[config.mk]
export PLATFORM = sky130hd
export DESIGN_NAME = eex_seq
export DESIGN_NICKNAME = d
export VERILOG_FILES = /design/src/rtl/eex_pkg.sv /design/src/rtl/eex_arb.sv /design/src/rtl/eex_calc.sv /design/src/rtl/eex_seq.sv
export SDC_FILE = /design/constraint.sdc
export NUM_CORES = 1
export LEC_CHECK = 0
export BUFFER_PORTS_ARGS = -buffer_cell sky130_fd_sc_hd__buf_2
export CAP_MARGIN = 20
export CORE_MARGIN = 1.5
export CORE_UTILIZATION = 55
export DETAILED_ROUTE_END_ITERATION = 6
export MAX_ROUTING_LAYER = met4
export PLACE_DENSITY = 0.92
export SYNTH_ARGS = -nofsm -noshare
export SYNTH_HDL_FRONTEND = slang
export SYNTH_HIERARCHICAL = 1
export SYNTH_SLANG_ARGS = --single-unit
[constraint.sdc]
create_clock -name clk -period 3.3 [get_ports clk]
set_input_delay 0.66 -clock clk [delete_from_list [all_inputs] [get_ports clk]]
set_output_delay 0.66 -clock clk [all_outputs]
set_load 0.02 [all_outputs]
[src/rtl/eex_pkg.sv]
package eex_pkg;
   typedef enum logic [1:0] {
      EK_NONE = 2'd0,
      EK_IRQ  = 2'd1,
      EK_SWI  = 2'd2
   } exc_kind_e;

   localparam int          MODE_W      = 5;
   localparam logic [4:0]  MODE_IRQ_C  = 5'h12;
   localparam logic [4:0]  MODE_SVC_C  = 5'h13;
endpackage

[src/rtl/eex_arb.sv]
module eex_arb #(
   parameter bit SWI_WINS = 1'b1
) (
   input  logic                irq_req,
   input  logic                swi_req,
   input  logic                irq_dis,
   input  logic                busy,
   output eex_pkg::exc_kind_e  kind
);
   import eex_pkg::*;

   logic irq_ok;
   logic swi_ok;

   assign irq_ok = irq_req & ~irq_dis & ~busy;
   assign swi_ok = swi_req & ~busy;

   generate
      if (SWI_WINS) begin : g_swi_first
         always_comb begin
            if (swi_ok)      kind = EK_SWI;
            else if (irq_ok) kind = EK_IRQ;
            else             kind = EK_NONE;
         end
      end else begin : g_irq_first
         always_comb begin
            if (irq_ok)      kind = EK_IRQ;
            else if (swi_ok) kind = EK_SWI;
            else             kind = EK_NONE;
         end
      end
   endgenerate
endmodule

[src/rtl/eex_calc.sv]
module eex_calc #(
   parameter int          XLEN          = 32,
   parameter int          STATE_BIT     = 5,
   parameter int          IDIS_BIT      = 7,
   parameter int          WIDE_BYTES    = 4,
   parameter int          COMPACT_BYTES = 2,
   parameter int          PREFETCH      = 4,
   parameter logic [31:0] IRQ_VEC       = 32'h18,
   parameter logic [31:0] SWI_VEC       = 32'h08
) (
   input  eex_pkg::exc_kind_e          kind,
   input  logic [XLEN-1:0]             stat,
   input  logic [XLEN-1:0]             pc,
   output logic [eex_pkg::MODE_W-1:0]  mode,
   output logic [XLEN-1:0]             lr_val,
   output logic [XLEN-1:0]             pc_val,
   output logic [XLEN-1:0]             stat_new
);
   import eex_pkg::*;

   localparam logic [XLEN-1:0] W_WIDE   = XLEN'(WIDE_BYTES);
   localparam logic [XLEN-1:0] W_CMPCT  = XLEN'(COMPACT_BYTES);
   localparam logic [XLEN-1:0] PF_OFS   = XLEN'(PREFETCH);
   localparam logic [XLEN-1:0] IRQ_DEST = XLEN'(IRQ_VEC) + PF_OFS;
   localparam logic [XLEN-1:0] SWI_DEST = XLEN'(SWI_VEC) + PF_OFS;

   logic [XLEN-1:0] ins_w;
   logic [XLEN-1:0] back;
   logic            is_swi;

   assign is_swi = (kind == EK_SWI);
   assign ins_w  = stat[STATE_BIT] ? W_CMPCT : W_WIDE;
   assign back   = pc - ins_w;

   always_comb begin
      mode   = is_swi ? MODE_SVC_C : MODE_IRQ_C;
      lr_val = is_swi ? back : back + PF_OFS;
      pc_val = is_swi ? SWI_DEST : IRQ_DEST;
      stat_new                = stat;
      stat_new[MODE_W-1:0]    = mode;
      stat_new[STATE_BIT]     = 1'b0;
      stat_new[IDIS_BIT]      = 1'b1;
   end
endmodule

[src/rtl/eex_seq.sv]
module eex_seq #(
   parameter int          XLEN          = 32,
   parameter int          STATE_BIT     = 5,
   parameter int          IDIS_BIT      = 7,
   parameter int          WIDE_BYTES    = 4,
   parameter int          COMPACT_BYTES = 2,
   parameter int          PREFETCH      = 4,
   parameter logic [31:0] IRQ_VEC       = 32'h18,
   parameter logic [31:0] SWI_VEC       = 32'h08,
   parameter bit          SWI_WINS      = 1'b1
) (
   input  logic            clk,
   input  logic            rst_n,
   input  logic            irq_req,
   input  logic            swi_req,
   input  logic [XLEN-1:0] stat_in,
   input  logic [XLEN-1:0] pc_in,
   output logic            entry_we,
   output logic [4:0]      mode_tgt,
   output logic [XLEN-1:0] lr_wdata,
   output logic [XLEN-1:0] pc_wdata,
   output logic [XLEN-1:0] saved_wdata,
   output logic [XLEN-1:0] stat_wdata,
   output logic            pipe_flush
);
   import eex_pkg::*;

   generate
      if (XLEN < 8 || XLEN > 64) begin : g_bad_xlen
         $error("eex_seq: XLEN out of supported range");
      end
      if (STATE_BIT < MODE_W || STATE_BIT >= XLEN) begin : g_bad_state
         $error("eex_seq: STATE_BIT must lie above the mode field");
      end
      if (IDIS_BIT < MODE_W || IDIS_BIT >= XLEN || IDIS_BIT == STATE_BIT) begin : g_bad_idis
         $error("eex_seq: IDIS_BIT misplaced");
      end
      if (COMPACT_BYTES <= 0 || WIDE_BYTES <= COMPACT_BYTES) begin : g_bad_width
         $error("eex_seq: instruction widths inconsistent");
      end
   endgenerate

   exc_kind_e          kind;
   logic [MODE_W-1:0]  mode_c;
   logic [XLEN-1:0]    lr_c;
   logic [XLEN-1:0]    pc_c;
   logic [XLEN-1:0]    stat_c;
   logic               take;

   eex_arb #(.SWI_WINS(SWI_WINS)) u_arb (
      .irq_req (irq_req),
      .swi_req (swi_req),
      .irq_dis (stat_in[IDIS_BIT]),
      .busy    (pipe_flush),
      .kind    (kind)
   );

   eex_calc #(
      .XLEN(XLEN), .STATE_BIT(STATE_BIT), .IDIS_BIT(IDIS_BIT),
      .WIDE_BYTES(WIDE_BYTES), .COMPACT_BYTES(COMPACT_BYTES),
      .PREFETCH(PREFETCH), .IRQ_VEC(IRQ_VEC), .SWI_VEC(SWI_VEC)
   ) u_calc (
      .kind     (kind),
      .stat     (stat_in),
      .pc       (pc_in),
      .mode     (mode_c),
      .lr_val   (lr_c),
      .pc_val   (pc_c),
      .stat_new (stat_c)
   );

   assign take = (kind != EK_NONE);

   always_ff @(posedge clk or negedge rst_n) begin
      if (!rst_n) begin
         entry_we   <= 1'b0;
         pipe_flush <= 1'b0;
      end else begin
         entry_we   <= take;
         pipe_flush <= take;
      end
   end

   always_ff @(posedge clk or negedge rst_n) begin
      if (!rst_n) begin
         mode_tgt    <= '0;
         lr_wdata    <= '0;
         pc_wdata    <= '0;
         saved_wdata <= '0;
         stat_wdata  <= '0;
      end else if (take) begin
         mode_tgt    <= mode_c;
         lr_wdata    <= lr_c;
         pc_wdata    <= pc_c;
         saved_wdata <= stat_in;
         stat_wdata  <= stat_c;
      end
   end
endmodule

* Word level (Yosys, flattened, before mapping) *
Index checks and enable logic that the tools add are counted.

word-level totals
  register bits after elaboration = 133
  bits of input ports = 68
  output and inout port bits = 135
  word-level logic and storage cells = 21

cells by class
  $add $sub $neg = 2
  equality and inequality tests = 1
  multiplexer cells = 6
  bitwise operators = 5
  reductions and logical operators = 1

operator list
  cell                                           count
  adder 32 x 3 -> 32 bit, second input constant  1
  2-to-1 mux 32 bit                              1
  subtractor 32 bit                              1
  2-to-1 mux 5 bit                               1
  AND 1 bit                                      3
  2-to-1 mux 3 bit                               1
  equality test 2 bit, second input constant     1
  2-to-1 mux 1 bit                               2
  2-to-1 mux 2 bit                               1
  inverter 1 bit                                 2
  nonzero test 2 bit                             1

* Logic depth before layout (Yosys ltp) *
  depth after elaboration = 7
  depth in mapped cells = 14
  mapped depth without buffers = 13

* By module *
The synthesis kept the hierarchy.

by module, submodules not included
  module    instances  cells an instance  area an instance (um2)  seq. area each (um2)
  eex_seq   1          284                5211.2                  3353.2
  eex_calc  1          320                2210.9                  0.0
  eex_arb   1          3                  28.8                    0.0

* Least setup slack after synthesis *
OpenSTA, ideal clock, no wires.

  path kind = in2reg
  from = input pc_in[1]
  to = register lr_wdata[29]
  library setup time = 125 ps
  data arrival time = 3614 ps
  data required time = 3175 ps
  path slack = -439 ps
  stages on the path = 13
  path buffers = 1
  path through = inv_1 ha_1 inv_1 fa_1 or4_1 buf_2 or4_4 o22ai_4 o2111ai_2 nor4_4 mux2i_1 xnor2_1 mux2_4

on the way
  cells in the longest elaborated chain, start to end = 3

ends and longest elaborated chain
  item                    RTL line        RTL
  from (decl)             eex_seq.sv:17   input logic [XLEN-1:0] pc_in,
  subtractor 32 bit (*)   eex_calc.sv:33  assign back = pc - ins_w;
  adder 32 x 3 -> 32 bit  eex_calc.sv:37  lr_val = is_swi ? back : back + PF_OFS;
  2-to-1 mux 32 bit (*)   eex_calc.sv:37
  via lr_c[29]            eex_seq.sv:45   logic [XLEN-1:0] lr_c;
  to (signal assigned)    eex_seq.sv:93   lr_wdata <= lr_c;
  to (decl)               eex_seq.sv:20   output logic [XLEN-1:0] lr_wdata,

The timed path passes the listed nets; every way through them passes the cells marked *.
A chain may end at the register's enable or synchronous reset.

* Worst setup path in the final report *
  from = input pc_in[1]
  to = register lr_wdata[30]

The elaborated chain is that of the path after synthesis.

==> reports/results.ini <==
[yosys]
synth-compound-area-share_pct = 3.78
syn_avg_cell_area_um2 = 12.3
syn_area_um2 = 7450
synthXorXnorAreaFrac_pct = 5.51
synth.distinct_cells = 60
synth_cells = 607
synth_top_family_by_area = multiplexers
synthArstFlopShare_pct = 100
muxShareOfSynthArea_pct = 23.6
yosys_warnings = 6
ys_seq_area_share_pct = 45.0
ys_ff_latch = 134
synth-simple-area-share_pct = 11.2
synthAdderAreaFrac_pct = 0.772
synth_edf_count = 0
ys.flop_type = dfrtp_1

[sta]
period_minus_slack_ps = 3280
finalCritPeriodShare_pct = 99.5
finalMaxSlewViolations = 0
maxClockFrequency_mhz = 305
rsz0062_at_grt = true
slew_headroom_pct = 49.3
worst-slew-pin-transition_ps = 760
fin_ws_ps = 17.9
hold_viol = 0
setup_violations = 0
whs_ps = 265
clock_skew_ps = 9.16

[drt]
drt-initial-drc-count = 293
ant_nets = 0
wl_per_cell_um = 17.0
num_vias = 5321
vias_per_cell = 5.17
postRouteWirelength_um = 17500
drc = 0
drt-pass1-iter-count = 7

[run]
drv_cap = 0

[clocking]
tritoncts = yes
cts_buffers = 17
clock_latency_ps = 420
cts_hold_buf = 0
clock_path_buffers = 2
cts.sinks = 134
clk_pin_slew_ps = 60
htree_levels = 4
root_buffer = clkbuf_16

[layout]
seqCellArea_um2 = 3350
finalInstanceArea_um2 = 9490
fillers = 955
fin_cells = 1030
nNetsFinal = 913
diodes = 0
drive_gt1_share_pct = 56.7
multi_input_area_um2 = 3670
syn2layout_area_growth_pct = 27.3

[place]
dpl_cell_area_um2 = 8820
pre_cts_ws_ps = -459
dp_cells = 997
gp_congestion = 0.926
hpwlAfterDp_um = 13000
io_buffers = 202

[floorplanning]
start_util_pct = 56.3
fp.dieW_um = 119
core-area_um2 = 13200
die_h_um = 119
rows = 42
num_io_pins = 203
die_area_um2 = 14300

[setup_path]
regToRegSetupSlack_ps = 840
end_kind = flip-flop
r2r_end = lr_wdata[15]
timing.rr.start = pipe_flush
startpoint_type = input port
reg2regPathDepth = 10
cp-startpoint = pc_in[1]
worstPathRequired_ps = 3590
cp_max_fo = 6
critical_path_class = in -> reg
cp.arrival_ps = 3570

[hold_path]
hold_path.class = in -> async

[grt]
grt_pass1_vias = 5288
grt_pass1_wl_um = 27400
grt.total_usage_pct = 25.5
grt_overflow = 0
antenna_found_initial = 0
grt_start_max_net_pins = 84

[pwr]
power_w = 0.00560
power_density_nw_per_um2 = 591
power.leakage_nw = 4.42
irDropWorstVdd_mv = 0.482

[status]
status = completed

power breakdown:
part	total, W	internal, W	switching, W
combinational	0.00161	0.000710	0.000897
clock	0.00186	0.00112	0.000743
sequential	0.00213	0.00196	0.000173
synth_stat cells, types with 3 or more instances:
cell,instances,share of area [%]
nor4_1,5,0.42
nor2_1,31,1.6
or4_1,4,0.40
a2bb2oi_1,3,0.35
a31oi_1,6,0.50
or3_1,3,0.25
buf_2,9,0.60
nor4_4,4,1.1
nand3_1,14,0.94
nand4_1,8,0.67
mux2_2,74,11
dfrtp_1,134,45
xor2_1,14,1.6
mux2_4,59,12
ha_1,3,0.50
a21oi_1,4,0.27
nand2_1,27,1.4
inv_1,8,0.40
or2_2,3,0.25
xnor2_1,31,3.6
clkbuf_1,9,0.45
nor3_1,19,1.3
o21ai_0,4,0.27
mux2i_1,4,0.54
buf_6,9,1.4
buf_4,71,7.2
critical path: stages:
cell and delay, ps:
buf_8 110, inv_12 40, ha_4 110, inv_2 30, fa_2 370, or4_4 430
or4_4 460, o22ai_4 270, nand3_2 190, buf_4 190, nor2_1 150, nand4_1 130
xor2_1 170, mux2_4 260
flip-flops by register name (all words and copies together) (netlist names):
name / cells
lr_wdata: 32
pc_wdata: 32
saved_wdata: 32
stat_wdata: 32
mode_tgt: 5
pipe_flush: 1
timing repair:
action                                  CTS  global route
endpoints found under the setup margin    2            14
cloned                                    0             0
hold endpoints to repair                  0             0
setup buffers                             0             1
pin swaps                                 1             8
gates resized for setup                   0            19
area by class of cell:
class / instances / share of cell area [%]
multi-input cells: 405 / 38.7
clock inverters: 13 / 1.56
repair buffers: 275 / 17.1
well taps: 176 / 2.32
flip-flops and latches: 134 / 35.3
inverters: 8 / 0.448
clock buffers: 19 / 4.56
through the flow:
stage	setup TNS (ps)	utilization (%)
4_1_cts	-5.53	71.0
3_5_place_dp	-7700	66.6
3_3_place_gp	-6530	66.6
2_1_floorplan	-2570	-
5_1_grt	-362	71.6
6_report	0	71.6
layout by cell type, fill, tap and decap left out, drive strengths merged, types with 3 or more instances in the layout:
master / instances
or2: 5
or3: 4
nand2: 27
o211ai: 3
a2bb2oi: 3
mux2i: 4
xor2: 14
a21oi: 4
nand4: 9
nand3: 14
o21ai: 4
conb: 41
dfrtp: 134
clkinv: 3
inv: 12
ha: 3
xnor2: 32
nor3: 21
clkbuf: 19
nor4: 10
buf: 275
clkinvlp: 4
or4: 6
mux2: 133
a31oi: 6
nor2: 31
worst max path at each step:
stage / slack (ps) / endpoint / depth (start not counted)
detailed placement: -460 / lr_wdata[29] / 15
CTS: -6 / lr_wdata[26] / 15
global placement: -410 / lr_wdata[29] / 15
finish: 20 / lr_wdata[30] / 14
floorplan: -280 / lr_wdata[29] / 13
global route: -80 / lr_wdata[15] / 14
logic make-up (layout without fill, tap and decap cells):
logic type | count (synthesis) | after routing
and+or+nand+nor | 142 | 142
muxes | 137 | 137
DFF | 134 | 134
buffers and inverters | 107 | 315
xor gates and xnor gates | 46 | 46
AOI/OAI and AO/OA | 35 | 35
adders and majority gates | 4 | 4
other | 2 | 41
routing by layer:
metal / GRT usage, % / vias to the layer above / part of all wire [%]
met1: 31.3 / 2582 / 41
met2: 41.4 / 198 / 51
met3: 5.32 / 41 / 4.7
met5: - / - / 0
li1: - / 2500 / -
met4: 10.1 / 0 / 2.6
Power figures use the tool's default switching activity.
